$ cat src/rtl/tmr_pkg.sv
package tmr_pkg;
  localparam int CB_RUN   = 0;
  localparam int CB_EXT   = 1;
  localparam int CB_ARL   = 2;
  localparam int CB_CAPEN = 3;
  localparam int CB_OVF   = 4;
  localparam int CB_CAPF  = 5;

  typedef struct packed {
    logic capf;
    logic ovf;
    logic capen;
    logic arl;
    logic ext;
    logic run;
  } tmr_ctrl_t;
endpackage

$ cat src/rtl/tmr_edge_sync.sv
module tmr_edge_sync #(
  parameter bit RISE = 1'b0
) (
  input  logic clk,
  input  logic rst,
  input  logic din,
  output logic evt
);
  // sh[0], sh[1]: synchronizer; sh[2]: history for edge detection
  logic [2:0] sh;

  always_ff @(posedge clk) begin
    if (rst) sh <= '0;
    else     sh <= {sh[1:0], din};
  end

  generate
    if (RISE) begin : g_rise
      assign evt = sh[1] & ~sh[2];
    end else begin : g_fall
      assign evt = ~sh[1] & sh[2];
    end
  endgenerate

  AST_EDGE_SINGLE: assert property (@(posedge clk) disable iff (rst)
    evt |=> !evt);
endmodule

$ cat src/rtl/tmr_core.sv
module tmr_core
  import tmr_pkg::*;
#(
  parameter int DATA_W = 8,
  parameter int NBYTE  = 2,
  parameter int ADDR_W = 3,
  localparam int CNT_W = DATA_W * NBYTE
) (
  input  logic              clk,
  input  logic              rst,
  input  logic              wr_en,
  input  logic [ADDR_W-1:0] wr_addr,
  input  logic [DATA_W-1:0] wr_data,
  input  logic              cnt_evt,
  input  logic              gate_i,
  input  logic              cap_evt,
  output logic [CNT_W-1:0]  cnt_q,
  output logic [CNT_W-1:0]  rld_q,
  output tmr_ctrl_t         ctrl_q,
  output logic              ovf_q
);
  localparam int CTRL_A = 2 * NBYTE;

  logic [CNT_W-1:0] cnt_nxt, rld_nxt;
  tmr_ctrl_t        ctrl_nxt;
  logic             cnt_wr, inc, wrap, cap_hit, ctrl_wr;

  always_comb begin
    cnt_nxt = cnt_q;
    rld_nxt = rld_q;
    cnt_wr  = 1'b0;
    for (int i = 0; i < NBYTE; i++) begin
      if (wr_en && wr_addr == ADDR_W'(i)) begin
        cnt_nxt[i*DATA_W +: DATA_W] = wr_data;
        cnt_wr = 1'b1;
      end
      if (wr_en && wr_addr == ADDR_W'(NBYTE + i))
        rld_nxt[i*DATA_W +: DATA_W] = wr_data;
    end
    inc     = ctrl_q.run && (ctrl_q.ext ? (gate_i && cnt_evt) : 1'b1);
    wrap    = inc && !cnt_wr && (cnt_q == '1);
    cap_hit = ctrl_q.capen && cap_evt;
    if (!cnt_wr && inc)
      cnt_nxt = wrap ? (ctrl_q.arl ? rld_q : '0) : cnt_q + CNT_W'(1);
    if (cap_hit)
      rld_nxt = cnt_q;
  end

  always_comb begin
    ctrl_wr  = wr_en && (wr_addr == ADDR_W'(CTRL_A));
    ctrl_nxt = ctrl_q;
    if (ctrl_wr) begin
      ctrl_nxt.run   = wr_data[CB_RUN];
      ctrl_nxt.ext   = wr_data[CB_EXT];
      ctrl_nxt.arl   = wr_data[CB_ARL];
      ctrl_nxt.capen = wr_data[CB_CAPEN];
      ctrl_nxt.ovf   = ctrl_q.ovf  & wr_data[CB_OVF];
      ctrl_nxt.capf  = ctrl_q.capf & wr_data[CB_CAPF];
    end
    if (wrap)    ctrl_nxt.ovf  = 1'b1;
    if (cap_hit) ctrl_nxt.capf = 1'b1;
  end

  always_ff @(posedge clk) begin
    if (rst) begin
      cnt_q  <= '0;
      rld_q  <= '0;
      ctrl_q <= '0;
      ovf_q  <= 1'b0;
    end else begin
      cnt_q  <= cnt_nxt;
      rld_q  <= rld_nxt;
      ctrl_q <= ctrl_nxt;
      ovf_q  <= wrap;
    end
  end

  AST_TIMER_STEP: assert property (@(posedge clk) disable iff (rst)
    (ctrl_q.run && !ctrl_q.ext && !cnt_wr && cnt_q != '1)
      |=> cnt_q == $past(cnt_q) + CNT_W'(1));
  AST_GATE_SHUT: assert property (@(posedge clk) disable iff (rst)
    (ctrl_q.ext && !gate_i && !cnt_wr) |=> $stable(cnt_q));
  AST_RUN_HOLD: assert property (@(posedge clk) disable iff (rst)
    (!ctrl_q.run && !cnt_wr) |=> $stable(cnt_q));
  AST_WRAP_FLAG: assert property (@(posedge clk) disable iff (rst)
    ovf_q |-> ctrl_q.ovf);
  AST_WRAP_LOAD: assert property (@(posedge clk) disable iff (rst)
    ovf_q |-> cnt_q == ($past(ctrl_q.arl) ? $past(rld_q) : '0));
  AST_CAP_TAKE: assert property (@(posedge clk) disable iff (rst)
    cap_hit |=> (ctrl_q.capf && rld_q == $past(cnt_q)));
endmodule

$ cat src/rtl/tmr_rdmux.sv
module tmr_rdmux
  import tmr_pkg::*;
#(
  parameter int DATA_W = 8,
  parameter int NBYTE  = 2,
  parameter int ADDR_W = 3,
  localparam int CNT_W = DATA_W * NBYTE
) (
  input  logic              clk,
  input  logic              rst,
  input  logic [ADDR_W-1:0] rd_addr,
  input  logic [CNT_W-1:0]  cnt,
  input  logic [CNT_W-1:0]  rld,
  input  tmr_ctrl_t         ctrl,
  output logic [DATA_W-1:0] rd_q
);
  localparam int CTRL_A = 2 * NBYTE;
  logic [DATA_W-1:0] sel;

  always_comb begin
    sel = '0;
    for (int i = 0; i < NBYTE; i++) begin
      if (rd_addr == ADDR_W'(i))         sel = cnt[i*DATA_W +: DATA_W];
      if (rd_addr == ADDR_W'(NBYTE + i)) sel = rld[i*DATA_W +: DATA_W];
    end
    if (rd_addr == ADDR_W'(CTRL_A)) sel = DATA_W'(ctrl);
  end

  always_ff @(posedge clk) begin
    if (rst) rd_q <= '0;
    else     rd_q <= sel;
  end
endmodule

$ cat src/rtl/reload_capture_timer.sv
module reload_capture_timer
  import tmr_pkg::*;
#(
  parameter int DATA_W = 8,
  parameter int NBYTE  = 2,
  localparam int ADDR_W = $clog2(2 * NBYTE + 1),
  localparam int CNT_W  = DATA_W * NBYTE
) (
  input  logic              clk,
  input  logic              rst,
  input  logic              wr_en,
  input  logic [ADDR_W-1:0] addr,
  input  logic [DATA_W-1:0] wr_data,
  output logic [DATA_W-1:0] rd_data,
  input  logic              ext_i,
  input  logic              gate_i,
  input  logic              cap_i,
  output logic              ovf_o
);
  logic             fall_evt, cap_evt;
  logic [CNT_W-1:0] cnt, rld;
  tmr_ctrl_t        ctrl;

  tmr_edge_sync #(.RISE(1'b0)) u_ext_sync (
    .clk(clk), .rst(rst), .din(ext_i), .evt(fall_evt)
  );

  tmr_edge_sync #(.RISE(1'b1)) u_cap_sync (
    .clk(clk), .rst(rst), .din(cap_i), .evt(cap_evt)
  );

  tmr_core #(.DATA_W(DATA_W), .NBYTE(NBYTE), .ADDR_W(ADDR_W)) u_core (
    .clk(clk), .rst(rst), .wr_en(wr_en), .wr_addr(addr), .wr_data(wr_data),
    .cnt_evt(fall_evt), .gate_i(gate_i), .cap_evt(cap_evt),
    .cnt_q(cnt), .rld_q(rld), .ctrl_q(ctrl), .ovf_q(ovf_o)
  );

  tmr_rdmux #(.DATA_W(DATA_W), .NBYTE(NBYTE), .ADDR_W(ADDR_W)) u_rd (
    .clk(clk), .rst(rst), .rd_addr(addr), .cnt(cnt), .rld(rld), .ctrl(ctrl),
    .rd_q(rd_data)
  );

  AST_RESET_QUIET: assert property (@(posedge clk)
    rst |=> (rd_data == '0 && !ovf_o));
endmodule

$ cat config.mk
export PLATFORM = sky130hd
export DESIGN_NAME = reload_capture_timer
export DESIGN_NICKNAME = d
export VERILOG_FILES = /design/src/rtl/tmr_pkg.sv /design/src/rtl/tmr_edge_sync.sv /design/src/rtl/tmr_core.sv /design/src/rtl/tmr_rdmux.sv /design/src/rtl/reload_capture_timer.sv
export SDC_FILE = /design/constraint.sdc
export NUM_CORES = 1
export LEC_CHECK = 0
export BUFFER_PORTS_ARGS = -buffer_cell sky130_fd_sc_hd__buf_4
export CAP_MARGIN = 10
export CORE_ASPECT_RATIO = 0.5
export CORE_UTILIZATION = 59
export DETAILED_ROUTE_END_ITERATION = 8
export PLACE_DENSITY = 0.87
export SLEW_MARGIN = 20
export SYNTH_ARGS = -nofsm -noshare
export SYNTH_HDL_FRONTEND = slang
export SYNTH_SLANG_ARGS = --single-unit
$ cat constraint.sdc
create_clock -name clk -period 2.5 [get_ports clk]
set_clock_uncertainty 0.15 [all_clocks]
set_input_delay 0.25 -clock clk [delete_from_list [all_inputs] [get_ports clk]]
set_output_delay 0.25 -clock clk [all_outputs]
set_load 0.1 [all_outputs]
==> run summary, run 1 <==
Antenna cell count: 0. The mean number of vias per cell was 6.645; the smallest setup slack after layout was 0.2161 ns. The number of buffers and inverters on the critical path is 0. The first global-routing pass estimated 12650 um of wire. The count of max-cap constraint violations is 0.

The height of the chip was 52.34 um. Sequential cells account for 55.4% of the total power. The core region is 0.004637 mm^2. Maximum resistive drop on vdd: 294.8 uV. For this design the top-level I/O count stands at 26. The tools report the master cell of the clock root buffer as sky130_fd_sc_hd__clkbuf_8. For this design the ratio of total power to cell area is 504.5 mW/mm^2. Net switching is 28.90% of the power.

The H-tree generated during clock tree synthesis spans 2 levels. The run gives 2.53 ns as the data required time of the critical path. Combinational cells account for 13.5% of the total power. For the pin with the worst max-slew slack, the measured transition is 0.6717 ns. The clock period could shrink to 2.284 ns. Along the worst path, the maximum fanout reaches 7. The critical path's top delay family is simple AND/OR/NAND/NOR gates. The internal portion of the total power is 1.156 mW. The weighted congestion reported at the end of routability-driven placement was 1.022; the overall track demand over capacity in global routing was 32.26%.

The slowest stage of the critical path belongs to the cell sky130_fd_sc_hd__dfxtp_1. In this run the worst hold path is classified as input port to flip-flop. Averaged over all synthesized cells, the footprint is 8.900 um^2. Dividing the detail-routed wire length by the instance count gives 19.32 um. The area growth from synthesis to layout is 7.782%.

The largest net degree at the start of global routing is 55, and the critical path arrival is 2.31 ns. The logs give 2751 for the total vias in the final route and 365 for the final-stage net count. The worst setup path is launched from a flip-flop. For this configuration, the core starts out at a cell density of 64.49%.

The share of total power dissipated in the clock network is 31.2%. In this run, synthesis inferred 0 flip-flops with an integrated enable. TritonCTS built the clock tree. The worst setup path category is flip-flop to flip-flop. The overall overflow remaining after global route was 0.

Final clock period utilization by the worst path: 91.36%. Hold timing on the final database bottoms out at a slack of 0.08099 ns. Clock tree synthesis inserted a total of 5 buffers. The run gives 0.31 ns as the worst-skew pair later-pin latency.

The pre-CTS setup slack came out at 0.2602 ns. The number of hold-slack violations in the final timing report was 0. Leaving out fill and tap cells, the most frequent cells in the layout are sky130_fd_sc_hd__dfxtp_1 (53), sky130_fd_sc_hd__nor2_1 (43), sky130_fd_sc_hd__buf_4 (34), sky130_fd_sc_hd__nand2_1 (26), sky130_fd_sc_hd__mux2i_1 (26). Timing would allow up to 437.8 MHz. The run gives 0 as the number of antenna violations at the first check in global routing. The logs give 17 for the number of standard-cell rows in the floorplan and 53 for the distinct cell type count of the synthesized netlist. The net count after synthesis is 354, and the post-cts sizing count is 0. The analysis attributes to cell leakage a power of 1.241 nW. The net switching power of the design came out at 469.8 uW. Setup repair after global routing left no endpoint under its margin. In the routed design, unresolved DRC markers number 0. The run gives 0 as the number of failing setup endpoints in the final timing report. The logs give 2511 for the via count of the first global-routing pass and 0.005374 mm^2 for the die area. Number of instances in the synthesized netlist: 336. The flow ran to the end, and the final reports show no timing, DRC or antenna violations.

Summing internal, switching and leakage power gives 1.626 mW. The share of the Yosys chip area taken by registers is 35.48%. The count of state elements after synthesis is 53, and the setup TNS after final layout is 0 ns.

Traced cell by cell, the critical path runs through ha_1 -> and3_1 -> and4_4 -> nand3_1 -> a221oi_1 -> a211oi_1. The count of nets left with antenna violations once routing finished came out at 0. Among all flip-flop cells after synthesis, the most frequent one is sky130_fd_sc_hd__dfxtp_1. The first detailed-routing pass took 5 iterations.

The tree built by TritonCTS fans out to 53 sinks. Clock-pin slew was measured on the worst setup and hold paths at 0.10 ns. No sink is reached through more buffers than the 2 on the longest clock path. Yosys printed 0 warnings.

In this run, the number of DRC markers left after iteration 0 of detailed routing was 261. The total routed wirelength was 7999 um. Buffers placed on the I/O ports in this run total 25. The final number of max-transition violations came out at 0. In this run the horizontal extent of the chip is 102.7 um.

The fraction of layout cells with a size suffix above 1 is 17.24%. Measured against its own limit, the worst slew margin works out to 55.07%. The largest single stage delay on the critical path is 0.46 ns. Detailed placement finished with a half-perimeter wire length of 5536 um. STA classifies the critical path endpoint as a flip-flop.

The most common cell after layout, fill and taps aside was sky130_fd_sc_hd__dfxtp_1. For this run, asynchronously set or reset flops after synthesis account for 0%. The total standard cell area after synthesis came out at 0.002990 mm^2.
## sequential cells by signal (all words and copies together), names as in the netlist
signal and cells:
u_cap_sync.sh 3, u_core.cnt_q 16, u_core.ctrl_q 6, u_core.ovf_q 1
u_core.rld_q 16, u_ext_sync.sh 3, u_rd.rd_q 8
## repair_timing
| action | 4_1_cts | 5_1_grt |
|---|---|---|
| hold buffers | 2 | 0 |
| setup buffers | 0 | 0 |
| hold endpoints to repair | 2 | 0 |
## stage by stage
stage | utilization, % | cells | cell area (um^2)
after floorplan | - | 336 | 2990
final | 69.51 | 414 | 3223
after global routing | 69.51 | 414 | 3223
after global placement | 67.05 | 404 | 3109
after detailed placement | 67.05 | 404 | 3109
after CTS | 69.51 | 414 | 3223
## worst paths after layout
kind	from	to	slack [ns]	cells after the start
hold / removal	wr_data[2]	u_core.ctrl_q[2]	0.08	3
setup reg to reg	u_core.cnt_q[0]	u_core.cnt_q[3]	0.22	6
hold reg to reg	u_ext_sync.sh[0]	u_ext_sync.sh[1]	0.30	1
setup / recovery	u_core.cnt_q[0]	u_core.cnt_q[3]	0.22	6
## power by group through the flow
stage                     logic [mW]  clock network [mW]  registers (mW)
after global placement         0.205                   0           0.916
final                          0.219               0.507           0.900
after CTS                      0.214               0.508           0.898
after global routing           0.231               0.538           0.904
after detailed placement       0.210                   0           0.918
after floorplan                0.134                   0           0.933
## synthesized netlist by cell type, types with 5 or more instances
cell                        number  area (um^2)
sky130_fd_sc_hd__nand2_1        26        97.59
sky130_fd_sc_hd__nor2_1         43        161.4
sky130_fd_sc_hd__xor2_1          6        52.55
sky130_fd_sc_hd__clkbuf_8        7        96.34
sky130_fd_sc_hd__nand3_1        20        100.1
sky130_fd_sc_hd__a31oi_1         5        31.28
sky130_fd_sc_hd__a2bb2oi_1       6        52.55
sky130_fd_sc_hd__xnor2_1         7        61.31
sky130_fd_sc_hd__mux2i_1        26        260.3
sky130_fd_sc_hd__dfxtp_1        53         1061
sky130_fd_sc_hd__a21oi_1        13        65.06
sky130_fd_sc_hd__a311oi_1       12        105.1
sky130_fd_sc_hd__clkbuf_1       12        45.04
sky130_fd_sc_hd__nor2b_1         7        43.79
sky130_fd_sc_hd__a211oi_1       19        142.6
sky130_fd_sc_hd__nor3_1          5        25.02
## cell families (layout without fill, tap and decap cells)
kind of cell	after synthesis	after routing	synth area share, %
and+or+nand+nor	128	128	22.34
AOI/OAI and AO/OA	76	76	19.33
DFF	53	53	35.48
buffers and inverters	36	48	8.033
muxes	29	29	10.59
xor gates and xnor gates	13	13	3.808
adders and majority gates	1	1	0.4183
## worst min-delay path, cell delays in order
cell,delay (ns)
sky130_fd_sc_hd__buf_4,0.12
sky130_fd_sc_hd__mux2i_1,0.07
sky130_fd_sc_hd__nor2_1,0.07
## layer usage
| metal | vias to the layer above | wire (um) | track usage, % |
|---|---|---|---|
| li1 | 1246 | - | - |
| met1 | 1295 | 3418 | 43.43 |
| met2 | 183 | 3468 | 48.11 |
| met3 | 27 | 942 | 9.600 |
| met4 | 0 | 170 | 13.81 |
| met5 | - | 0 | 0 |
## cell type report
cell class                 count  area [um^2]
multi-input combinational    247         1695
fill                         372         1414
timing repair buffer          36        275.3
inverter                       4        15.01
tap                           66        82.58
sequential                    53         1061
clock inverter                 3        25.02
clock buffer                   5        68.82
Note: power is estimated with default switching activity, not from simulation.
==> inputs of run 2 (changes only) <==
==> constraint.sdc (replaced) <==
create_clock -name clk -period 2.34 [get_ports clk]
set_clock_uncertainty 0.15 [all_clocks]
set_input_delay 0.234 -clock clk [delete_from_list [all_inputs] [get_ports clk]]
set_output_delay 0.234 -clock clk [all_outputs]
set_load 0.1 [all_outputs]
==> run 2 against run 1 <==
Against the previous run:
- via count is 1.5% higher
- hold slack worse by 0.075 ns
- sequential share of layout area is 0.87 points lower
==> run summary, run 2 (synthesized netlist as in run 1, its figures left out) <==
The power density over cell area is 535.2 mW/mm^2 (+6.1%). The mean number of vias per cell works out to 6.572 (-1.1%). The tools report the slack of the worst reg-to-reg path as 0.14 ns (-0.08 ns).

STA classifies the critical path endpoint as a flip-flop. The logs give 0.003311 mm^2 (+2.7%) for the area of all placed cells without fillers and 64.49% (unchanged) for the starting density of the core. The tools report the number of nets still failing antenna checks after routing as 0 (unchanged).

The worst-skew pair later-pin latency is 0.30 ns (about the same), and the count of input and output buffers is 25 (unchanged). The total routed wirelength was 8327 um (+4.1%). The number of CTS-inserted buffers came out at 5 (unchanged). For the die area, the log shows 0.005374 mm^2 (unchanged).

Instance area after placement: 0.003184 mm^2 (+2.4%). In the final layout, the registers with the most flip-flops are u_core.cnt_q x16, u_core.rld_q x16, u_rd.rd_q x8. The run finished with clean final reports. Launch instance of the worst min-delay path: cap_i. The pin slew with the least headroom to its limit is 0.6685 ns (-0.003218 ns), and the overall overflow remaining after global route is 0 (unchanged). The maximum resistive drop on vdd was 320.9 uV (+8.8%). The final clock period utilization by the worst path is 94.03% (+2.7 points), and the maximum number of buffers from clock root to sink is 2 (unchanged).

The library cell used most frequently in the layout, excluding fill and tap cells, is sky130_fd_sc_hd__dfxtp_1. The number of stages on the worst hold path was 2 (-1); the setup TNS after final layout was 0 ns (unchanged). Starting DRC count in detailed routing: 278 (+6.5%). The number of failing setup endpoints in the final timing report was 0 (unchanged).

TritonCTS built the clock tree. The tree is rooted in a sky130_fd_sc_hd__clkbuf_8. The tools report the critical path arrival as 2.28 ns (-0.03 ns). The pre-CTS setup slack is 0.1243 ns (-0.1359 ns), and the number of hold-slack violations in the final timing report is 0 (unchanged).

The floorplan die width works out to 102.7 um (unchanged). The tools report the smallest setup slack after layout as 0.1398 ns (-0.07630 ns). In this run the worst hold path is classified as input port to flip-flop. The tools report the final-stage net count as 376 (+3.0%). The fraction of layout cells with a size suffix above 1 was 20.06% (+2.8 points). The kind of start point of the critical path was a flip-flop. The area added between synthesis and finish came out at 10.71%. Relative max-transition margin: 55.43% (+0.36 points). The wire length of the first global-routing pass was 13310 um (+5.2%); the register area was 0.001061 mm^2 (unchanged). Via count of the first global-routing pass: 2579 (+2.7%). Area of combinational cells with multiple inputs: 0.001695 mm^2 (unchanged).

Clock transition time at the flip-flop clock pins of the worst setup and hold paths: 0.10 ns (about the same). The cell depth of the worst flop-to-flop path works out to 6 (unchanged). The smallest hold slack is 0.005933 ns (-0.07505 ns), and the number of standard-cell rows in the floorplan is 17 (unchanged).

Clock net sink count: 53 (unchanged). The run gives 0 (unchanged) as the final number of max-transition violations. Post-cts sizing count: 0 (unchanged).

Total vias in the final route: 2793 (+1.5%). The maximum frequency from static timing analysis is 454.5 MHz (+3.8%), and the number of antenna violations at the first check in global routing is 0 (unchanged). The routed wirelength normalized by instance count is 19.59 um (+1.4%). In the layout the commonest cells are sky130_fd_sc_hd__dfxtp_1 (53), sky130_fd_sc_hd__buf_4 (46), sky130_fd_sc_hd__nor2_1 (43), sky130_fd_sc_hd__nand2_1 (26), sky130_fd_sc_hd__mux2i_1 (26).

The tools report the deepest level of the CTS H-tree as 2 (unchanged). The launch point of the worst reg-to-reg path is u_core.cnt_q[1]. The weighted congestion reported at the end of routability-driven placement came out at 0.9602 (-6.0%).

Number of fillers in the final layout: 359 (-3.5%). The overall track demand over capacity in global routing is 33.73% (+1.5 points), and the data required time of the critical path is 2.42 ns (-0.11 ns). The area inside the core boundary came out at 0.004637 mm^2 (unchanged).

The path with the worst hold slack has its endpoint at u_cap_sync.sh[0]. The tools report the antenna cell count as 0 (unchanged). The largest net degree at the start of global routing is 55 (unchanged), and the largest fanout of any net on the critical path is 10 (+3). The number of remaining DRC errors is 0 (unchanged), and the final critical delay including setup and external delays is 2.200 ns (-0.08370 ns). The number of optimization iterations in the first detailed-route pass was 5 (unchanged). HPWL after detailed placement: 5940 um (+7.3%). For the count of max-cap constraint violations, the log shows 0 (unchanged). The worst setup path category is flip-flop to flip-flop. In this run the critical register-to-register path is captured at u_core.cnt_q[9]. The leakage power of the design is 1.308 nW (+5.4%).

Setup repair after global routing left no endpoint under its margin. The number of primary I/O pins was 26 (unchanged). The height of the chip came out at 52.34 um (unchanged).
run 2: cell count changes in the layout (fill, tap and decap cells not counted):
cell	before	now
sky130_fd_sc_hd__buf_4	34	46
sky130_fd_sc_hd__dlygate4sd3_1	2	1
sky130_fd_sc_hd__clkbuf_8	5	7
sky130_fd_sc_hd__clkinvlp_4	1	0
sky130_fd_sc_hd__clkinv_4	1	0
sky130_fd_sc_hd__inv_6	1	0
sky130_fd_sc_hd__clkinv_2	0	1
run 2: cell type report:
| class | count | share of cell area [%] |
|---|---|---|
| multi-input cells | 247 | 51.21 |
| flip-flops and latches | 53 | 32.05 |
| repair buffers | 47 | 10.73 |
| clock buffers | 7 | 2.910 |
| well taps | 66 | 2.494 |
| inverters | 4 | 0.4535 |
| clock inverters | 1 | 0.1512 |
run 2: routing by layer:
metal	global-route usage, %	part of all wire (%)	vias to the layer above
met3	10.53	13	26
met1	45.65	41	1310
met5	0	0	-
met2	51.00	43	192
li1	-	-	1265
met4	11.19	2.0	0
run 2: timing repair:
action,in CTS,in global routing
setup buffers,0,2
setup endpoints to repair,0,1
hold endpoints to repair,1,0
hold buffers,1,0
run 2: stage by stage:
| stage | cells | util (%) | power [mW] |
|---|---|---|---|
| finish | 425 | 71.40 | 1.772 |
| global route | 425 | 71.40 | 1.820 |
| CTS | 423 | 71.07 | 1.760 |
| detailed placement | 414 | 68.67 | 1.218 |
| global placement | 414 | 68.67 | 1.209 |
| floorplan | 336 | - | 1.140 |
run 2: report_power, final:
part	internal [mW]	switching, mW	total [mW]
Clock	0.268	0.296	0.564
Combinational	0.0948	0.157	0.252
Sequential	0.930	0.0254	0.956
Total	1.29	0.479	1.77
run 2: how the worst max path moves through the flow:
stage | startpoint | to | slack (ns) | cells after the start
after floorplan | u_core.cnt_q[0] | u_core.cnt_q[5] | 0.36 | 8
after global placement | u_core.cnt_q[1] | u_core.cnt_q[9] | 0.30 | 6
after detailed placement | u_core.cnt_q[1] | u_core.cnt_q[0] | 0.12 | 6
after CTS | u_core.cnt_q[1] | u_core.cnt_q[0] | 0.1 | 6
after global routing | u_core.cnt_q[1] | u_core.cnt_q[9] | 0.04 | 6
final | u_core.cnt_q[1] | u_core.cnt_q[9] | 0.14 | 6
run 2: worst max-delay path: stages (launching register included):
cell and delay [ns]:
sky130_fd_sc_hd__dfxtp_1 0.43, sky130_fd_sc_hd__ha_1 0.22, sky130_fd_sc_hd__and3_1 0.34, sky130_fd_sc_hd__and4_4 0.29
sky130_fd_sc_hd__nor2b_4 0.32, sky130_fd_sc_hd__a31oi_1 0.15, sky130_fd_sc_hd__a221oi_2 0.23
==> inputs of run 3 (changes only) <==
==> constraint.sdc (replaced) <==
create_clock -name clk -period 2.34 [get_ports clk]
set_clock_uncertainty 0.15 [all_clocks]
set_input_delay 0.468 -clock clk [delete_from_list [all_inputs] [get_ports clk]]
set_output_delay 0.468 -clock clk [all_outputs]
set_load 0.1 [all_outputs]
==> run 3 against run 2 <==
Against the previous run:
- worst setup slack got worse by 0.0063 ns
- non-clock buffer count up 6
- sequential power fell by 0.6%
- count of clock-buffer cells in the layout decreased by 1
- fmax decreased by 0.29%
- sequential cell count is the same
- routed wire length up 0.64%
- critical path depth unchanged
- total power decreased by 2.5%
- design area grew 0.72%
- global-route usage up 0.57 points
- largest power group unchanged
==> run summary, run 3 (synthesized netlist as in run 1, its figures left out) <==
TritonCTS built the clock tree. The setup TNS after final layout was 0 ns (unchanged); the detailed route wirelength on metal3 was 1110 um (+0.91%). The number of hold-slack violations in the final timing report was 0 (unchanged). The tools report the met2 wire length as 3600 um (-0.55%). Delay of the slowest cell on the worst path: 0.44 ns (about the same). The tools report the starting DRC count in detailed routing as 388 (+40%).

The tools report the count of max-cap constraint violations as 0 (unchanged). In this design, the largest share of critical-path delay is due to simple AND/OR/NAND/NOR gates. The number of setup buffers added after CTS is 0 (unchanged). The tools report the final design utilization as 71.91% (+0.51 points). The count of input and output buffers was 25 (unchanged).

The overall overflow remaining after global route came out at 0 (unchanged). The leakage power of the design was 1.330 nW (+1.7%); the clock transition time at the flip-flop clock pins of the worst setup and hold paths was 0.10 ns (about the same). Die area: 0.005374 mm^2 (unchanged). Largest fanout of any net on the critical path: 8 (-2).

For the weighted congestion reported at the end of routability-driven placement, the log shows 0.9875 (+2.8%). The deepest level of the CTS H-tree was 2 (unchanged). The number of optimization iterations in the first detailed-route pass is 5 (unchanged). Master cell of the clock root buffer: sky130_fd_sc_hd__clkbuf_8.

The tools report the final cell count without fillers as 431 (+1.4%). The logs give 423 (+2.2%) for the number of placed instances, taps included and 488.9 uW (+2.1%) for the net switching power of the design. The pin slew with the least headroom to its limit works out to 0.5954 ns (-0.07308 ns).

The worst setup path category is flip-flop to flip-flop. The critical path goes through ha_1 -> and3_1 -> nand4_4 -> nor3_4 -> a32oi_1 -> a211oi_1. The final-stage net count was 382 (+1.6%); the total routed wirelength was 8380 um (+0.64%).

The worst-skew pair later-pin latency was 0.31 ns (about the same); the final critical delay including setup and external delays was 2.207 ns (+0.006349 ns). The critical path arrival is 2.28 ns (about the same). The highest metal layer carrying signal wires in the routed design is met4.

The antenna cell count was 0 (unchanged). The tools report the slack of the worst reg-to-reg path as 0.13 ns (about the same). For this design, the slowest cell found on the critical path is sky130_fd_sc_hd__nor3_4. STA classifies the critical path endpoint as a flip-flop. The maximum frequency from static timing analysis is 453.2 MHz (-0.29%), and the overall track demand over capacity in global routing is 34.30% (+0.57 points). Via count of the first global-routing pass: 2609 (+1.2%). The routed wirelength normalized by instance count was 19.44 um (-0.76%); the area inside the core boundary was 0.004637 mm^2 (unchanged). Mean number of vias per cell: 6.531 (-0.62%). Maximum resistive drop on vdd: 376.5 uV (+17%). The clock power share was 29.9% (-1.9 points). Kind of start point of the critical path: a flip-flop. For the relative max-transition margin, the log shows 60.31% (+4.9 points). The floorplan die width works out to 102.7 um (unchanged). The tools report the number of hold buffers added after cts as 0 (-1). The clock net sink count was 53 (unchanged). For the pre-CTS setup slack, the log shows 0.07324 ns (-0.05104 ns).

The area added between synthesis and finish works out to 11.51%. The total vias in the final route is 2815 (+0.79%). The sum of buffers and inverters on the critical path came out at 0 (unchanged). The maximum number of buffers from clock root to sink is 2 (unchanged), and the height of the chip is 52.34 um (unchanged). The run gives 0 (unchanged) as the post-cts sizing count. In the final layout, the registers with the most flip-flops are u_core.cnt_q x16, u_core.rld_q x16, u_rd.rd_q x8. The run gives 0 (unchanged) as the number of nets still failing antenna checks after routing. For the internal power component, the log shows 1.239 mW (-4.2%). The library cells used most frequently in the layout, excluding fill and tap cells, are sky130_fd_sc_hd__buf_4 (53), sky130_fd_sc_hd__dfxtp_1 (53), sky130_fd_sc_hd__nor2_1 (43), sky130_fd_sc_hd__nand2_1 (26), sky130_fd_sc_hd__mux2i_1 (26). The final number of max-transition violations came out at 0 (unchanged). The relative contribution of combinational cells to total power is 15.1% (+0.9 points), and the final clock period utilization by the worst path is 94.30% (+0.27 points).

The run finished with clean final reports. The number of primary I/O pins was 26 (unchanged). In this run the worst hold path is classified as input port to flip-flop. The run gives 0.1334 ns (-0.006349 ns) as the smallest setup slack after layout. The instance area after placement is 0.003252 mm^2 (+2.1%), and the wire length the detailed router placed on met1 is 3578 um (+4.0%). Setup repair after global routing left no endpoint under its margin. The fraction of layout cells with a size suffix above 1 is 21.37% (+1.3 points). The area of all placed cells without fillers was 0.003334 mm^2 (+0.72%); the wire length of the first global-routing pass was 13500 um (+1.4%). The run gives 2.42 ns (about the same) as the data required time of the critical path. The logs give 0 (unchanged) for the number of failing setup endpoints in the final timing report and 5832 um (-1.8%) for the HPWL after detailed placement.

The number of CTS-inserted buffers is 5 (unchanged), and the largest net degree at the start of global routing is 55 (unchanged). Power density over cell area: 518.2 mW/mm^2 (-3.2%). The switching part of the total was 28.29% (+1.3 points); the number of remaining DRC errors was 0 (unchanged). For the number of standard-cell rows in the floorplan, the log shows 17 (unchanged). The share of total power in sequential cells was 55.0% (+1.1 points).

The starting density of the core was 64.49% (unchanged); the number of antenna violations at the first check in global routing was 0 (unchanged).
[run 3: cell count changes in the layout (fill, tap and decap cells not counted), sizes merged]
cell | before | now
buf | 46 | 53
clkbuf | 7 | 6
clkinv | 1 | 2
dlygate4sd3 | 1 | 0
[run 3: worst paths after layout]
check	depth (start not counted)	start	endpoint
hold / removal	2	cap_i	u_cap_sync.sh[0]
setup reg to reg	6	u_core.cnt_q[0]	u_core.cnt_q[0]
setup / recovery	6	u_core.cnt_q[0]	u_core.cnt_q[0]
hold reg to reg	1	u_ext_sync.sh[0]	u_ext_sync.sh[1]
[run 3: per-layer routing]
| layer | vias up | GRT usage, % |
|---|---|---|
| met4 | 0 | 9.524 |
| met5 | - | 0 |
| met2 | 185 | 51.67 |
| met1 | 1329 | 46.37 |
| met3 | 19 | 12.00 |
| li1 | 1282 | - |
[run 3: layout make-up]
| cell class | count | area, um^2 |
|---|---|---|
| Timing Repair Buffer | 53 | 397.9 |
| Tap cell | 66 | 82.58 |
| Inverter | 4 | 15.01 |
| Clock buffer | 6 | 72.57 |
| Clock inverter | 2 | 10.01 |
| Fill cell | 358 | 1303 |
| Multi-Input combinational cell | 247 | 1695 |
| Sequential cell | 53 | 1061 |
[run 3: through the flow]
stage / hold slack, ns / total power [mW]
detailed placement: 0.2772 / 1.225
global route: 0.2297 / 1.784
finish: 0.2139 / 1.728
global placement: 0.2749 / 1.219
floorplan: 0.2638 / 1.140
CTS: 0.2186 / 1.722
[run 3: power by group through the flow]
stage | logic, mW | registers (mW) | clock network, mW
6_report | 0.262 | 0.950 | 0.516
5_1_grt | 0.277 | 0.953 | 0.554
4_1_cts | 0.256 | 0.949 | 0.517
3_5_place_dp | 0.254 | 0.970 | 0
3_3_place_gp | 0.249 | 0.969 | 0
2_1_floorplan | 0.143 | 0.997 | 0
